## src/rtl/i2c_stat_flags.sv

```systemverilog
module i2c_stat_flags (
  input  logic       clk,
  input  logic       rst_n,
  input  logic       scl_in,
  input  logic       sda_in,
  input  logic       byte_start_stb,
  input  logic       data_done_stb,
  input  logic       ack_done_stb,
  input  logic       fast_ack,
  input  logic       match_pri,
  input  logic       match_gc,
  input  logic       match_sec,
  input  logic       match_alert,
  input  logic       gc_en,
  input  logic       sec_en,
  input  logic       alert_en,
  input  logic       rw_bit,
  input  logic       arb_lost_stb,
  input  logic       to_scl_low_stb,
  input  logic       to_scl_high_stb,
  input  logic       to_sda_high_stb,
  input  logic       rxak,
  input  logic       int_en,
  input  logic       reg_wr,
  input  logic       reg_sel,
  input  logic [7:0] reg_wdata,
  output logic [7:0] stat_rdata,
  output logic       irq
);

  logic scl_m, scl_s, scl_q, sda_m, sda_s, sda_q;
  logic tcf, aas, busy, arbl, srw, iif;

  always_ff @(posedge clk or negedge rst_n)
    if (!rst_n) begin
      scl_m <= 1'b1; scl_s <= 1'b1; scl_q <= 1'b1;
      sda_m <= 1'b1; sda_s <= 1'b1; sda_q <= 1'b1;
    end else begin
      scl_m <= scl_in; scl_s <= scl_m; scl_q <= scl_s;
      sda_m <= sda_in; sda_s <= sda_m; sda_q <= sda_s;
    end

  wire scl_hi    = scl_s & scl_q;
  wire start_det = scl_hi &  sda_q & ~sda_s;
  wire stop_det  = scl_hi & ~sda_q &  sda_s;

  wire match_ok = match_pri | (match_gc & gc_en) | (match_sec & sec_en) | (match_alert & alert_en);
  wire ctl_wr   = reg_wr &  reg_sel;
  wire st_wr    = reg_wr & ~reg_sel;
  wire byte_irq = fast_ack ? data_done_stb : ack_done_stb;
  wire iif_set  = match_ok | arb_lost_stb | to_scl_low_stb | byte_irq;

  always_ff @(posedge clk or negedge rst_n)
    if (!rst_n) begin
      tcf <= 1'b1; aas <= 1'b0; busy <= 1'b0;
      arbl <= 1'b0; srw <= 1'b0; iif <= 1'b0;
    end else begin
      if (start_det)           busy <= 1'b1;
      else if (stop_det)       busy <= 1'b0;
      if (match_ok)            aas <= 1'b1;
      else if (ctl_wr)         aas <= 1'b0;
      if (match_ok)            srw <= rw_bit;
      if (arb_lost_stb)        arbl <= 1'b1;
      else if (st_wr && reg_wdata[4]) arbl <= 1'b0;
      if (iif_set)             iif <= 1'b1;
      else if (st_wr && reg_wdata[1]) iif <= 1'b0;
      if (data_done_stb)       tcf <= 1'b1;
      else if (byte_start_stb) tcf <= 1'b0;
    end

  assign stat_rdata = {tcf, aas, busy, arbl, 1'b0, srw, iif, rxak};
  assign irq        = iif & int_en;


  busy_on_start_chk: assert property (@(posedge clk) disable iff (!rst_n) start_det |=> stat_rdata[5]);

  busy_off_stop_chk: assert property (@(posedge clk) disable iff (!rst_n) stop_det |=> !stat_rdata[5]);

  arbl_sticky_chk: assert property (@(posedge clk) disable iff (!rst_n)
    (stat_rdata[4] && !(st_wr && reg_wdata[4])) |=> stat_rdata[4]);

  aas_ctl_clear_chk: assert property (@(posedge clk) disable iff (!rst_n)
    (ctl_wr && !match_ok) |=> !stat_rdata[6]);

  hi_timeout_quiet_chk: assert property (@(posedge clk) disable iff (!rst_n)
    (!stat_rdata[1] && !iif_set && (to_scl_high_stb || to_sda_high_stb)) |=> !stat_rdata[1]);

  iif_set_wins_chk: assert property (@(posedge clk) disable iff (!rst_n)
    (iif_set && st_wr && reg_wdata[1]) |=> stat_rdata[1]);

  tcf_start_chk: assert property (@(posedge clk) disable iff (!rst_n)
    (byte_start_stb && !data_done_stb) |=> !stat_rdata[7]);

endmodule

```

## config.mk

```make
export PLATFORM = sky130hd
export DESIGN_NAME = i2c_stat_flags
export DESIGN_NICKNAME = d
export VERILOG_FILES = /design/src/rtl/i2c_stat_flags.sv
export SDC_FILE = /design/constraint.sdc
export NUM_CORES = 1
export LEC_CHECK = 0
export BUFFER_PORTS_ARGS = -buffer_cell sky130_fd_sc_hd__buf_2
export CORE_UTILIZATION = 31
export DETAILED_ROUTE_END_ITERATION = 16
export GPL_TIMING_DRIVEN = 0
export PLACE_DENSITY = 0.66
export SLEW_MARGIN = 10
export SYNTH_ARGS = -nofsm -noshare
export SYNTH_HDL_FRONTEND = slang
export SYNTH_SLANG_ARGS = --single-unit
```

## constraint.sdc

```tcl
create_clock -name clk -period 1 [get_ports clk]
set_input_delay 0.15 -clock clk [delete_from_list [all_inputs] [get_ports clk]]
set_output_delay 0.15 -clock clk [all_outputs]
set_load 0.02 [all_outputs]
```

==> results summary <==
The starting density of the core is 33.50%. Counting the buffers created by CTS gives 3. The total overflow reported by the global router came out at 0. The biggest cell delay along the critical path is 0.40 ns. STA puts the critical path data arrival time at 0.94 ns.

In the layout the commonest cells are sky130_fd_sc_hd__buf_2 (23), sky130_fd_sc_hd__buf_6 (8), sky130_fd_sc_hd__dfstp_2 (7). The top cell type's share of synthesized area came out at 36.03%. After the first detailed-routing iteration, the DRC count stood at 1.

The largest individual stage delay along the critical path comes from the cell sky130_fd_sc_hd__dfrtp_1. Internal power comes to 780.8 uW. The post-placement cell count came out at 88. In this run the worst setup path begins at iif.

The count of pins on the block boundary came out at 41. The total negative slack came out at -0.2335 ns. The source-to-sink clock delay at the later pin of the worst-skew pair is 0.28 ns. The peak clock frequency supported by timing is 914.7 MHz. The final reports fail on setup timing. The worst slack on hold paths is 0.06711 ns. The total global-route track usage is 14.17%. The count of nets left with antenna violations after detail routing is 0. Setup slack on the worst reg-to-reg path comes out at 0.07 ns. The die covers 1813 um2. After detailed routing, the number of remaining DRC violations is 0. The final-stage net count came out at 109.

For this run, the detailed router's first-pass iteration total came to 2. The category of the critical setup timing path is flop to output port. The tree is rooted in a sky130_fd_sc_hd__clkbuf_4.

The total clock sinks is 12. The number of hold violations in the final report came to 0. The width of the die came out at 42.58 um. After detailed routing, the average wire length per cell comes to 10.95 um. For this design the static power due to leakage is 0.0003770 uW.

Setup repair after global routing could not meet its margin everywhere. The first global-routing pass estimated 1814 um of wire. Traced cell by cell, the critical path runs through and2_4 > buf_6. Ranked by total cell area, the synthesized netlist is headed by sky130_fd_sc_hd__dfstp_2 (36%), sky130_fd_sc_hd__dfrtp_1 (25%), sky130_fd_sc_hd__buf_4 (12%). After routing the design area is 764.5 um2. After synthesis, flip-flops and latches occupy 60.54% of the total area. In the final layout, the share of cells above drive strength 1 is 63.16%. The number of global-route vias before repair came out at 467.

The highest net fanout along the worst path came out at 3. The worst hold path begins at data_done_stb. The final clock period utilization by the worst path is 109.3%. The number of standard cells in the final layout excluding fillers is 92. The combined area of all synthesized cells is 510.5 um2. Net switching is 24.03% of the power. The antenna diode count is 0. Summing all placed instances gives a cell area of 680.7 um2. Of all cell types, the one taking the most synthesized area is sky130_fd_sc_hd__dfstp_2. Summed over all layers, the routed wires come to 1007 um. The via total after detailed routing came out at 417. TritonCTS built the clock tree. Setup violations remaining at the end of the flow were counted as 3.

The final max-slew violation count is 0. The kind of end point of the critical path is an output port. The clock network fraction of design power is 30.2%. The combinational cell fraction of total power came out at 17.5%. The register share of total power came out at 52.4%.

The maximum count of clock buffers along a single path came out at 2. The required time of the critical path is 0.85 ns. The post-synthesis instance total is 42. The launch instance of the worst register-to-register path is sda_s. The max-cap check violation count came out at 0. The number of antenna violations at the first check in global routing is 0.

Leaving out fill and tap cells, the most frequent cell in the layout is sky130_fd_sc_hd__buf_2. Setup slack on the critical path of the routed design comes to -0.09321 ns. The routed design could run at a clock period as short as 1.093 ns. In this run, synthesis produced a sequential element count of 12. The run finished, with violations left. Buffers placed on the I/O ports in this run total 30. The worst setup path is launched from a flop. The length in cells of the worst reg-to-reg path is 3. Clock-pin slew was measured on the worst setup and hold paths at 0.08 ns. The number of standard-cell rows in the floorplan came out at 14. Entering global routing, the biggest net connects 13 pins. The ratio of routed vias to standard cells came out at 4.533. The area added between synthesis and finish came out at 49.75%. The utilization after layout came out at 50.16%. The last weighted congestion value of the routability-driven placer came out at 0.7520. The largest voltage drop on the vdd net came out at 1.067 mV.

In this run the worst hold path is classified as input pin to flop. The synthesized netlist contains 18 unique library cells. The analysis attributes to net switching a power of 247.0 uW. The capture instance of the worst register-to-register path is busy. The worst setup skew after layout came out at 0.009398 ns. A synthesized cell averages 12.15 um2. Following the worst setup path forward leads to its endpoint at irq. The count of warnings emitted by yosys came out at 0.

The area inside the core boundary came out at 1524 um2. The die is 42.58 um tall. The power density over the cells came out at 1344 nW/um2.

The synthesized net count is 74. The H-tree depth came out at 1.
cell type report:
type | count | area [um2]
Clock buffer | 4 | 26.28
Fill cell | 146 | 759.5
Buffer | 3 | 26.28
Multi-Input combinational cell | 20 | 136.4
Inverter | 2 | 7.507
Sequential cell | 12 | 309.0
Tap cell | 16 | 20.02
Timing Repair Buffer | 35 | 239.0
worst min path at each step:
stage | slack (ns) | endpoint | depth (start not counted)
5_1_grt | 0.06 | arbl | 2
2_1_floorplan | -0.15 | aas | 0
4_1_cts | 0.06 | tcf | 2
3_5_place_dp | 0.04 | srw | 1
3_3_place_gp | 0.03 | aas | 1
6_report | 0.07 | tcf | 2
per-layer routing:
metal | vias up | GRT usage (%) | routed length, um
li1 | 200 | - | -
met1 | 197 | 13.57 | 364
met2 | 16 | 23.08 | 555
met3 | 4 | 6.466 | 55
met4 | 0 | 11.25 | 31
met5 | - | 0 | 0
synth_stat cells, drive strengths merged:
library cell  count
dfrtp             5
conb              1
nand4             1
and2              1
dfstp             7
nor2b             1
inv               2
a21oi             2
nand3b            2
a22oi             1
a2111oi           1
a21o              3
buf               8
nand3             1
a31oi             1
mux2              1
nor2              1
nand2             3
power by group through the flow:
stage | sequential (uW) | clock [uW] | combinational (uW)
finish | 538 | 310 | 180
global route | 542 | 360 | 197
CTS | 539 | 332 | 181
detailed placement | 544 | 0 | 160
global placement | 543 | 0 | 156
floorplan | 541 | 0 | 86.4
critical path, delay by kind of cell (launching register included):
family                 cells  cell delay [ns]
buffers and inverters      1             0.12
and+or+nand+nor            1             0.15
DFF                        1             0.40
metrics by stage:
| step | setup slack [ns] | power (uW) |
|---|---|---|
| floorplan | 0.1259 | 627.2 |
| global placement | -0.07785 | 698.5 |
| detailed placement | -0.08573 | 703.8 |
| CTS | -0.09662 | 1051 |
| global route | -0.1307 | 1098 |
| finish | -0.09321 | 1028 |
kinds of logic (layout without fill, tap and decap cells):
| kind of cell | after synthesis | in the layout | share of synthesized area (%) |
|---|---|---|---|
| other | 1 | 1 | 0.7346 |
| and+or+nand+nor | 10 | 10 | 10.54 |
| DFF | 12 | 12 | 60.54 |
| muxes | 1 | 1 | 2.940 |
| buffers and inverters | 10 | 44 | 13.24 |
| AOI/OAI and AO/OA | 8 | 8 | 12.01 |
what timing repair did:
| action | 4_1_cts | 5_1_grt |
|---|---|---|
| gates resized for setup | 15 | 1 |
| pin swaps | 1 | 0 |
| hold endpoints to repair | 14 | 0 |
| hold buffers | 3 | 0 |
| setup endpoints to repair | 7 | 4 |
| cloned | 0 | 0 |
| setup buffers | 2 | 0 |
Power figures use the tool's default switching activity.
